==> config.mk <==
export PLATFORM = sky130hd
export DESIGN_NAME = flash_key_guard
export DESIGN_NICKNAME = d
export VERILOG_FILES = /design/src/rtl/flash_key_guard.sv
export SDC_FILE = /design/constraint.sdc
export NUM_CORES = 1
export LEC_CHECK = 0
export ABC_AREA = 0
export BUFFER_PORTS_ARGS = -buffer_cell sky130_fd_sc_hd__buf_2
export CAP_MARGIN = 20
export CORE_MARGIN = 2
export CORE_UTILIZATION = 25
export DETAILED_ROUTE_END_ITERATION = 10
export HOLD_SLACK_MARGIN = 0.06
export PLACE_DENSITY = 0.55
export SLEW_MARGIN = 0
export SYNTH_ARGS = -nofsm -noshare
export SYNTH_HDL_FRONTEND = slang
export SYNTH_SLANG_ARGS = --single-unit
==> constraint.sdc <==
create_clock -name clk -period 1.8 [get_ports clk]
set_clock_uncertainty 0.05 [all_clocks]
set_input_delay 0.27 -clock clk [delete_from_list [all_inputs] [get_ports clk]]
set_output_delay 0.27 -clock clk [all_outputs]
set_load 0.01 [all_outputs]
==> src/rtl/flash_key_guard.sv <==
module flash_key_guard #(
  parameter int unsigned ADDR_W = 4,
  parameter int unsigned DATA_W = 32,
  parameter int unsigned CTRL_W = 16,
  parameter logic [ADDR_W-1:0] KEY_A   = 'd0,
  parameter logic [ADDR_W-1:0] OBKEY_A = 'd1,
  parameter logic [ADDR_W-1:0] CTRL_A  = 'd2,
  parameter logic [ADDR_W-1:0] CTRL2_A = 'd3,
  parameter logic [DATA_W-1:0] KEY1 = 32'h4567_0123,
  parameter logic [DATA_W-1:0] KEY2 = 32'hCDEF_89AB,
  parameter int unsigned LOCK_BIT   = 0,
  parameter int unsigned OBCLR_BIT  = 1,
  parameter int unsigned IE_BIT     = 2,
  parameter int unsigned OPCCLR_BIT = 3
) (
  input  logic              clk,
  input  logic              rst_n,
  input  logic              wr_en,
  input  logic [ADDR_W-1:0] wr_addr,
  input  logic [DATA_W-1:0] wr_data,
  input  logic              ob_op_done,
  output logic [CTRL_W-1:0] ctrl_q,
  output logic              locked,
  output logic              hard_lock,
  output logic              ob_wen,
  output logic              op_cmpl,
  output logic              irq
);

  typedef enum logic [1:0] {S_SHUT, S_HALF, S_OPEN} key_st_t;

  key_st_t key_st;
  logic    ob_half;
  logic    irq_en;

  wire key_wr   = wr_en && (wr_addr == KEY_A);
  wire obkey_wr = wr_en && (wr_addr == OBKEY_A);
  wire ctrl_wr  = wr_en && (wr_addr == CTRL_A);
  wire ctrl2_wr = wr_en && (wr_addr == CTRL2_A);

  wire is_open = (key_st == S_OPEN) && !hard_lock;

  wire key_bad = key_wr && ((key_st == S_OPEN) ||
                            (key_st == S_SHUT && wr_data != KEY1) ||
                            (key_st == S_HALF && wr_data != KEY2));
  wire ob_bad  = obkey_wr && (!is_open ||
                              (!ob_half && wr_data != KEY1) ||
                              (ob_half && wr_data != KEY2));
  wire trip    = !hard_lock && (key_bad || ob_bad);

  always_ff @(posedge clk) begin
    if (!rst_n) begin
      key_st    <= S_SHUT;
      ob_half   <= 1'b0;
      ob_wen    <= 1'b0;
      hard_lock <= 1'b0;
      ctrl_q    <= '0;
    end else if (trip) begin
      hard_lock <= 1'b1;
      key_st    <= S_SHUT;
      ob_half   <= 1'b0;
      ob_wen    <= 1'b0;
    end else if (!hard_lock) begin
      if (key_wr)
        key_st <= (key_st == S_SHUT) ? S_HALF : S_OPEN;
      if (obkey_wr) begin
        if (ob_half) begin
          ob_wen  <= 1'b1;
          ob_half <= 1'b0;
        end else begin
          ob_half <= 1'b1;
        end
      end
      if (ctrl_wr && is_open)
        ctrl_q <= wr_data[CTRL_W-1:0];
      if (ctrl2_wr) begin
        if (wr_data[LOCK_BIT]) begin
          key_st  <= S_SHUT;
          ob_half <= 1'b0;
        end
        if (wr_data[OBCLR_BIT])
          ob_wen <= 1'b0;
      end
    end
  end

  always_ff @(posedge clk) begin
    if (!rst_n) begin
      irq_en  <= 1'b0;
      op_cmpl <= 1'b0;
    end else begin
      if (ctrl2_wr)
        irq_en <= wr_data[IE_BIT];
      if (ob_op_done)
        op_cmpl <= 1'b1;
      else if (ctrl2_wr && wr_data[OPCCLR_BIT])
        op_cmpl <= 1'b0;
    end
  end

  assign locked = hard_lock || (key_st != S_OPEN);
  assign irq    = op_cmpl & irq_en;

endmodule


======== Word-level counts from Yosys, hierarchy flattened ========
Index checks and enable logic that the tools add are counted.
cells by class
  bitwise gates (word level) .............. 4
  reduce and logical (&&, ||, !) cells .... 28
  equality and inequality tests ........... 8
  mux-type cells .......................... 14
operator list
  kind                  number
  $ne 32x31->1 const B  1
  $ne 32x32->1 const B  1
  $logic_and 1x1->1     14
  $mux 1                10
  $eq 4x2->1 const B    2
  $mux 2                4
  $logic_or 1x1->1      6
  $eq 4x1->1 const B    1
  $logic_not 4->1       1
  $logic_not 1->1       3
  $not 1->1             3
  $reduce_and 3->1      1
  $eq 2x1->1 const B    1
  $eq 2x2->1 const B    1
  $logic_not 2->1       1
  $ne 2x2->1 const B    1
  $reduce_bool 2->1     1
  $reduce_or 2->1       1
  $and 1x1->1           1
word-level totals
  register bits ........................... 23
  output and inout port bits .............. 21
  input port bits ......................... 40
  word-level logic and storage cells ...... 61

======== Longest topological paths before layout ========
Gate-level depths: netlist of the first run.
  word-level depth ........................ 10
  mapped depth ............................ 6
  depth with buffers taken out ............ 5

======== Worst setup path after synthesis of the first run ========
Ideal clock, no wire load.
  kind .................................... register to register
  from .................................... reg hard_lock
  to ...................................... reg ob_half
  data arrival time ....................... 1706 ps
  required time ........................... 1671 ps
  library setup time ...................... 79 ps
  cell stages (with the launch flop) ...... 6
  slack ................................... -35 ps
  path buffers ............................ 0
  cells stage by stage .................... dfxtp_1 -> or3b_4 -> nor4_1 -> o211ai_1 -> or3_1 -> a211oi_2
on the way
  word-level cells in the longest chain between the ends .. 9
RTL lines
  element                           line  text
  from (decl)                       24    output logic hard_lock,
  from (signal assigned)            56    hard_lock <= 1'b0;
  from (signal assigned)            59    hard_lock <= 1'b1;
  $logic_not 1->1                   n/a
  $logic_and 1x1->1                 41    wire is_open = (key_st == S_OPEN) && !hard_lock;
  $logic_not 1->1                   46    wire ob_bad = obkey_wr && (!is_open ||
  $logic_or 1x1->1                  46
  $logic_or 1x1->1                  47    (!ob_half && wr_data != KEY1) ||
  $logic_and 1x1->1                 46
  $logic_or 1x1->1                  49    wire trip = !hard_lock && (key_bad || ob_bad);
  $logic_and 1x1->1                 49
  $reduce_or 2->1 (no source line)  n/a
  to (signal assigned)              54    ob_half <= 1'b0;
  to (signal assigned)              61    ob_half <= 1'b0;
  to (signal assigned)              69    ob_half <= 1'b0;
  to (decl)                         33    logic ob_half;
Parallel ways exist; a longest one is shown, timed or not.
A chain may end at the register's enable or synchronous reset.

======== Final worst setup path of the first run ========
  from .................................... in wr_data[25]
  to ...................................... reg key_st[0]
on the way
  word-level cells in the longest chain between the ends .. 8
  elaborated cells between the ends (all ways) .. 15
  classes of those cells .................. eq/ne: 2; reduce/logical: 13
RTL lines
  element                                      line    text
  from (decl)                                  20      input logic [DATA_W-1:0] wr_data,
  $ne 32x31->1                                 44, 47
  $logic_and 1x1->1, on equally long branches  44, 47
  $logic_or 1x1->1, on equally long branches   43, 46
  $logic_or 1x1->1, on equally long branches   44, 47
  $logic_and 1x1->1, on equally long branches  43, 46
  $logic_or 1x1->1 (*)                         49
  $logic_and 1x1->1 (*)                        49
  $reduce_or 2->1 (no source line) (*)         n/a
  to (signal assigned)                         65      key_st <= (key_st == S_SHUT) ? S_HALF : S_OPEN;
  to (decl)                                    32      key_st_t key_st;
Mark *: on every way between the ends. The rest lies on a longest branch, timed or not.

==> flow_metrics.env, run 1 <==
export IMPL_status="complete, no violations"
export IMPL_cp_cell_sequence="buf_2 > or4b_4 > nor4_4 > a31oi_1 > o211a_1 > nor4b_1"
export IMPL_min_period_over_period=0.989
export IMPL_synth_compound_area_frac=0.0870
export IMPL_use_met2=0.193
export IMPL_synth_distinct_cells=36
export IMPL_drive_above_1_share=0.474
export IMPL_synth_top_family_by_area="simple AND/OR/NAND/NOR gates"
export IMPL_relSlewSlack=0.645
export IMPL_area_growth_pct=47.0
export IMPL_endpoint_kind="flip-flop"
export IMPL_cts_buffer_depth=2
export IMPL_cts_tree="built"
export IMPL_track_usage=0.124
export IMPL_critPathTopFamily="simple AND/OR/NAND/NOR gates"
export IMPL_drt_iter0_markers=25
export IMPL_cp_arrival_ns=1.89
export IMPL_synthAdderAreaFrac=0
export IMPL_clkTransAtPathRegs_ns=0.08
export IMPL_multi_input_area_um2=707
export IMPL_die_y_um=72.3
export IMPL_h_tree_depth=1
export IMPL_vdd_drop_max_mv=0.264
export IMPL_grt_start_max_net_pins=23
export IMPL_rsz0062_at_grt="yes"
export IMPL_reg2reg_to="ob_half"
export IMPL_drt_total_wl_um=3150
export IMPL_min_from="ob_op_done"
export IMPL_p_per_area_mw_per_mm2=555
export IMPL_slew_violations=0
export IMPL_seqPwrFrac=0.540
export IMPL_fillers=460
export IMPL_p_comb_frac=0.120
export IMPL_syn_num_nets=160
export IMPL_grt_pass1_wl_um=5190
export IMPL_clockPowerShare=0.340
export IMPL_fin_util=0.388
export IMPL_cts_sinks=23
export IMPL_grt_overflow=0
export IMPL_routabilityCongestion=0.750
export IMPL_rows=24
export IMPL_wl_per_cell_um=12.8
export IMPL_vias_per_cell=4.89
export IMPL_antennaDiodeCount=0
export IMPL_grt_pass1_vias=1158
export IMPL_rrSetupSlack_ns=0.02
export IMPL_intPower_uw=733
export IMPL_cpPeakStageDelay_ns=0.54
export IMPL_worst_path_buf_inv=1
export IMPL_syn_area_mm2=0.00116
export IMPL_r2r_cells=5
export IMPL_hpwl_um=2510
export IMPL_drtAntennaViolNets=0
export IMPL_fmax_mhz=562
export IMPL_slowest_stage="or4b_4"
export IMPL_finalCriticalPeriod_ns=1.78
export IMPL_synth_simple_gate_area_share=0.348
export IMPL_synth_xor_xnor_area_share=0
export IMPL_crit_fanout=4
export IMPL_final_area_mm2=0.00171
export IMPL_leakagePower_nw=0.847
export IMPL_placed_area_mm2=0.00164
export IMPL_setup_viol=0
export IMPL_io_buffer_count=60
export IMPL_regArea_um2=463
export IMPL_synth_seq_cells=23
export IMPL_ctsRootBufferMaster="clkbuf_8"
export IMPL_netSwitchingFraction=0.230
export IMPL_fin_nets=235
export IMPL_crit_type="primary input to flip-flop"
export IMPL_ys_seq_area_frac=0.395
export IMPL_synth_mux_area_frac=0.146
export IMPL_antenna_found_initial=0
export IMPL_hold_depth=3
export IMPL_hp_class="primary input to flip-flop"
export IMPL_cts_buffers_inserted=3
export IMPL_min_to="op_cmpl"
export IMPL_vias=1202
export IMPL_timing_rr_start="hard_lock"
export IMPL_netlist_instances=120
export IMPL_tightest_slew_ns=0.527
export IMPL_p_sw_uw=218
export IMPL_hold_viol_final=0
export IMPL_insertion_delay_ns=0.26
export IMPL_start_kind="primary input"
export IMPL_required_ns=1.91
export IMPL_avgSynthCellArea_um2=9.71
export IMPL_grt_busiest_layer="met2"
export IMPL_yosys_warnings=0
export IMPL_max_cap_violations=0
export IMPL_core_mm2=0.00441
export IMPL_use_met1=0.163
export IMPL_cts_setup_buffers=0
export IMPL_gr_usage_met3=0.0347
export IMPL_drc=0
export IMPL_die_area_mm2=0.00522
export IMPL_die_x_um=72.3
export IMPL_drtPass1Iterations=4
export IMPL_initial_utilization=0.264
export IMPL_ios=61
[cell usage in the layout (no fill, tap or decap), types with 2 or more instances in the layout]
cell | netlist | final
inv_1 | 2 | 2
nor4_4 | 1 | 2
nor4b_2 | 0 | 2
nor4_1 | 3 | 2
buf_2 | 1 | 60
buf_4 | 0 | 14
nor2b_1 | 19 | 18
nand3_1 | 2 | 2
nor4b_1 | 4 | 2
a31oi_1 | 2 | 2
o211ai_1 | 2 | 2
a21oi_1 | 4 | 4
dfxtp_2 | 0 | 2
nand2_1 | 2 | 2
clkbuf_8 | 0 | 3
dfxtp_1 | 23 | 21
mux2i_1 | 17 | 17
nor2_1 | 9 | 9
nand4_1 | 5 | 5
[cells by family (layout without fill, tap and decap cells)]
group	count (synthesis)	count (layout)
compound gates	14	14
simple gates	59	59
flops	23	23
mux	17	17
buf+inv	7	81
[registers in the layout (all words and copies together) (netlist names)]
name and cells:
ob_wen 1, ctrl_q 16, key_st 2, op_cmpl 1
ob_half 1, irq_en 1, hard_lock 1
[power groups by stage]
stage | Combinational, mW | Sequential (mW) | Clock [mW]
finish | 0.114 | 0.514 | 0.323
CTS | 0.114 | 0.514 | 0.332
floorplan | 0.0390 | 0.527 | 0
detailed placement | 0.114 | 0.526 | 0
global route | 0.126 | 0.515 | 0.354
global placement | 0.113 | 0.526 | 0
[cell usage after synthesis]
cell | number | area, um^2
a21oi_1 | 4 | 20.0
nand2_1 | 2 | 7.51
dfxtp_1 | 23 | 460
nor2b_1 | 19 | 119
o2bb2ai_1 | 1 | 8.76
or4_4 | 1 | 11.3
nand4b_1 | 1 | 8.76
nor4_2 | 1 | 12.5
and2_1 | 1 | 6.26
or4_1 | 1 | 7.51
nand3_2 | 1 | 10.0
nor4_1 | 3 | 18.8
mux2i_1 | 17 | 170
a21boi_0 | 1 | 7.51
nand3_1 | 2 | 10.0
nand4_1 | 5 | 31.3
a31oi_1 | 2 | 12.5
o211a_1 | 1 | 10.0
clkbuf_1 | 4 | 15.0
nor4b_1 | 4 | 35.0
nor3b_1 | 1 | 7.51
or3b_4 | 1 | 11.3
nor4_4 | 1 | 21.3
o211ai_1 | 2 | 15.0
or3_1 | 1 | 6.26
o21ai_0 | 1 | 5.00
inv_1 | 2 | 7.51
nand3b_1 | 1 | 7.51
nor3_1 | 1 | 5.00
or4b_4 | 1 | 13.8
and4b_1 | 1 | 10.0
a21bo_2 | 1 | 10.0
a211oi_2 | 1 | 12.5
nor2_1 | 9 | 33.8
nand4bb_1 | 1 | 11.3
buf_2 | 1 | 5.00
[metal layers]
layer	routed length (um)	vias up	part of all wire
met1	1430	565	0.45
met3	209	7	0.066
li1	-	589	-
met4	60	0	0.019
met2	1450	41	0.46
met5	0	-	0
[metrics by stage]
stage	hold slack (ns)	setup TNS (ns)	power [mW]	cells	setup WS (ns)
floorplan	0.359	-0.00175	0.566	120	-0.00175
global placement	0.446	-0.753	0.638	242	-0.177
detailed placement	0.452	-0.901	0.639	242	-0.222
CTS	0.181	0	0.960	246	0.0111
global route	0.195	-0.0926	0.995	246	-0.0498
finish	0.178	0	0.951	246	0.0196
[worst min-delay path, cell delays in order]
cell and delay [ns]:
buf_2 0.07, a21oi_1 0.03, nor2b_1 0.08
[final cells by class]
| class | instances | area share |
|---|---|---|
| Tap cell | 52 | 0.0380 |
| Sequential cell | 23 | 0.270 |
| Inverter | 2 | 0.00438 |
| Clock buffer | 4 | 0.0263 |
| Timing Repair Buffer | 75 | 0.248 |
| Multi-Input combinational cell | 90 | 0.413 |
[timing repair]
| item | in CTS | in global routing |
|---|---|---|
| pin swaps | 3 | 0 |
| setup endpoints to repair | 3 | 4 |
| gates resized for setup | 1 | 5 |
| hold buffers | 0 | 0 |
[how the worst max path moves through the flow]
stage	startpoint	endpoint	cells after the start	slack (ns)
after floorplan	key_st[1]	ob_half	5	-0.002
after CTS	key_st[1]	ob_half	5	0.01
after detailed placement	wr_data[25]	key_st[0]	6	-0.22
after global placement	wr_data[25]	ob_wen	6	-0.18
after global routing	key_st[0]	ob_half	5	-0.05
final	wr_data[25]	key_st[0]	6	0.02
No activity file was read; power rests on OpenSTA's default activity.
==> run 2, diff against run 1 <==
ABC_AREA = 1   (was 0)
PLACE_DENSITY = 0.54   (was 0.55)
==> flow_metrics.env, run 2 <==
export IMPL_status="complete, no violations"
export IMPL_drtPass1Iterations=4
export IMPL_core_mm2=0.00501
export IMPL_cpPeakStageDelay_ns=0.38
export IMPL_avgSynthCellArea_um2=6.36
export IMPL_startpoint="hard_lock"
export IMPL_rsz0062_at_grt="no"
export IMPL_endpoint_kind="flip-flop"
export IMPL_crit_fanout=24
export IMPL_io_buffer_count=60
export IMPL_drive_above_1_share=0.287
export IMPL_top_regs="ctrl_q (16), key_st (2)"
export IMPL_tightest_slew_ns=0.368
export IMPL_antennaDiodeCount=0
export IMPL_clkTransAtPathRegs_ns=0.08
export IMPL_leakagePower_nw=0.811
export IMPL_yosys_top_cells_area="dfxtp_1 36%, nand2_1 16%, nor2_1 14%, inv_1 5.6%, o21ai_0 5.5%"
export IMPL_synth_simple_gate_area_share=0.394
export IMPL_hold_viol_final=0
export IMPL_synth_xor_xnor_area_share=0
export IMPL_fin_nets=302
export IMPL_synth_top_area_frac=0.360
export IMPL_ios=61
export IMPL_cp_arrival_ns=1.67
export IMPL_die_y_um=75.5
export IMPL_h_tree_depth=1
export IMPL_grt_overflow=0
export IMPL_cts_sinks=23
export IMPL_yosysTopAreaCell="dfxtp_1"
export IMPL_synth_top_family_by_area="simple AND/OR/NAND/NOR gates"
export IMPL_vdd_drop_max_mv=0.335
export IMPL_drt_iter0_markers=57
export IMPL_ys_top_cells_by_count="53 x nand2_1, 49 x nor2_1, 23 x dfxtp_1"
export IMPL_vias_per_cell=4.14
export IMPL_drc=0
export IMPL_initial_utilization=0.255
export IMPL_synth_distinct_cells=25
export IMPL_die_x_um=75.5
export IMPL_relSlewSlack=0.753
export IMPL_async_flop_share=0
export IMPL_synth_edf_count=0
export IMPL_grt_pass1_vias=1253
export IMPL_grt_pass1_wl_um=5260
export IMPL_final_area_mm2=0.00168
export IMPL_reg2reg_to="ctrl_q[13]"
export IMPL_r2r_cells=7
export IMPL_slew_violations=0
export IMPL_synth_most_common_cell="nand2_1"
export IMPL_setup_viol=0
export IMPL_rrSetupSlack_ns=0.28
export IMPL_antenna_found_initial=0
export IMPL_final_cell_mix="60 x buf_2, 53 x nand2_1, 49 x nor2_1, 23 x dfxtp_1, 19 x inv_1"
export IMPL_ys_seq_area_frac=0.360
export IMPL_yosys_warnings=0
export IMPL_hp_class="primary input to flip-flop"
export IMPL_hpwl_um=2730
export IMPL_ctsRootBufferMaster="clkbuf_8"
export IMPL_track_usage=0.119
export IMPL_synth_seq_cells=23
export IMPL_cp_cell_sequence="nor3_2 > inv_2 > nor3_4 > nand3_4 > clkinv_4 > o21ai_0 > a21oi_1"
export IMPL_cp_endpoint="ctrl_q[13]"
export IMPL_synth_ff_type="dfxtp_1"
export IMPL_p_per_area_mw_per_mm2=573
export IMPL_cts_setup_buffers=0
export IMPL_ctsResizeCount=0
export IMPL_synth_compound_area_frac=0.151
export IMPL_top_register="ctrl_q"
export IMPL_synth_mux_area_frac=0
export IMPL_rows=26
export IMPL_drt_total_wl_um=3300
export IMPL_max_cap_violations=0
export IMPL_finalCriticalPeriod_ns=1.52
export IMPL_cts_buffer_depth=2
export IMPL_hold_depth=2
export IMPL_routabilityCongestion=0.752
export IMPL_start_kind="flip-flop"
export IMPL_insertion_delay_ns=0.26
export IMPL_tns_ns=0
export IMPL_min_period_over_period=0.844
export IMPL_syn_num_nets=241
export IMPL_cts_tree="built"
export IMPL_timing_rr_start="hard_lock"
export IMPL_fillers=597
export IMPL_cts_buffers_inserted=3
export IMPL_fmax_mhz=658
export IMPL_largest_register_ffs=16
export IMPL_holdBufCountCts=0
export IMPL_drtAntennaViolNets=0
export IMPL_synthAdderAreaFrac=0
export IMPL_placed_area_mm2=0.00163
export IMPL_grt_start_max_net_pins=25
export IMPL_area_growth_pct=31.3
export IMPL_vias=1370
export IMPL_slowest_stage="dfxtp_1"
export IMPL_netlist_instances=201
export IMPL_die_area_mm2=0.00570
export IMPL_required_ns=1.95
export IMPL_syn_area_mm2=0.00128
export IMPL_crit_type="flip-flop to flip-flop"
export IMPL_wl_per_cell_um=9.96
export IMPL_final_common_cell="buf_2"
==> run 2: cell count changes after synthesis, moves of 3 or more <==
cell      before  now
nor4_1         3    0
nor2b_1       19    0
nand2_1        2   53
clkbuf_1       4    1
mux2i_1       17    0
o21ai_0        1   14
nor2_1         9   49
nor4b_1        4    0
nand3_1        2    8
nand4_1        5    0
o21ai_1        0    7
a21oi_2        0    4
inv_1          2   19
==> run 2: kinds of logic (layout without fill, tap and decap cells) <==
family,after synthesis,count (layout)
AO/OA/AOI/OAI,34,34
buffers and inverters,26,86
flip-flops,23,23
AND/OR/NAND/NOR,118,118
==> run 2: how the worst min path moves through the flow <==
stage / end / slack (ns) / start
2_1_floorplan: op_cmpl / 0.34 / ob_op_done
3_3_place_gp: ctrl_q[8] / 0.41 / ctrl_q[8]
3_5_place_dp: ctrl_q[8] / 0.42 / ctrl_q[8]
4_1_cts: op_cmpl / 0.16 / ob_op_done
5_1_grt: op_cmpl / 0.17 / ob_op_done
6_report: op_cmpl / 0.16 / ob_op_done
==> run 2: worst max-delay path: cells and delay by family, from the launching register on <==
family / cells / cell delay (ns)
buffers and inverters: 2 / 0.26
flip-flops: 1 / 0.38
AND/OR/NAND/NOR: 3 / 0.54
AO/OA/AOI/OAI: 2 / 0.22
==> run 2: report_power, final <==
| part | total, mW | leakage [nW] | switching, mW | internal [mW] |
|---|---|---|---|---|
| clock network | 0.320 | 0.0255 | 0.165 | 0.154 |
| logic | 0.126 | 0.600 | 0.0721 | 0.0540 |
| registers | 0.516 | 0.186 | 0.00395 | 0.512 |
| total | 0.962 | 0.811 | 0.241 | 0.721 |
==> run 2: layout make-up <==
cell class / instances / area, um^2 / area share
Multi-Input combinational cell: 152 / 696 / 0.415
Sequential cell: 23 / 460 / 0.274
Timing Repair Buffer: 60 / 300 / 0.179
Inverter: 22 / 87.6 / 0.0522
Tap cell: 70 / 87.6 / 0.0522
Clock buffer: 3 / 41.3 / 0.0246
Clock inverter: 1 / 5.00 / 0.00298
==> run 2: per-layer routing <==
| layer | vias to the layer above | track usage | routed length (um) |
|---|---|---|---|
| met5 | - | 0 | 0 |
| met4 | 0 | 0.0117 | 13 |
| met3 | 2 | 0.0291 | 146 |
| met2 | 27 | 0.217 | 1670 |
| met1 | 589 | 0.146 | 1470 |
| li1 | 752 | - | - |
==> run 2: through the flow <==
step	total power, mW	setup slack (ns)	instances	utilization	hold WS [ns]
after floorplan	0.585	0.386	201	-	0.344
after global placement	0.657	0.184	327	0.326	0.414
after detailed placement	0.657	0.204	327	0.326	0.417
after CTS	0.984	0.256	331	0.335	0.160
after global routing	1.02	0.0750	331	0.335	0.173
final	0.962	0.280	331	0.335	0.163
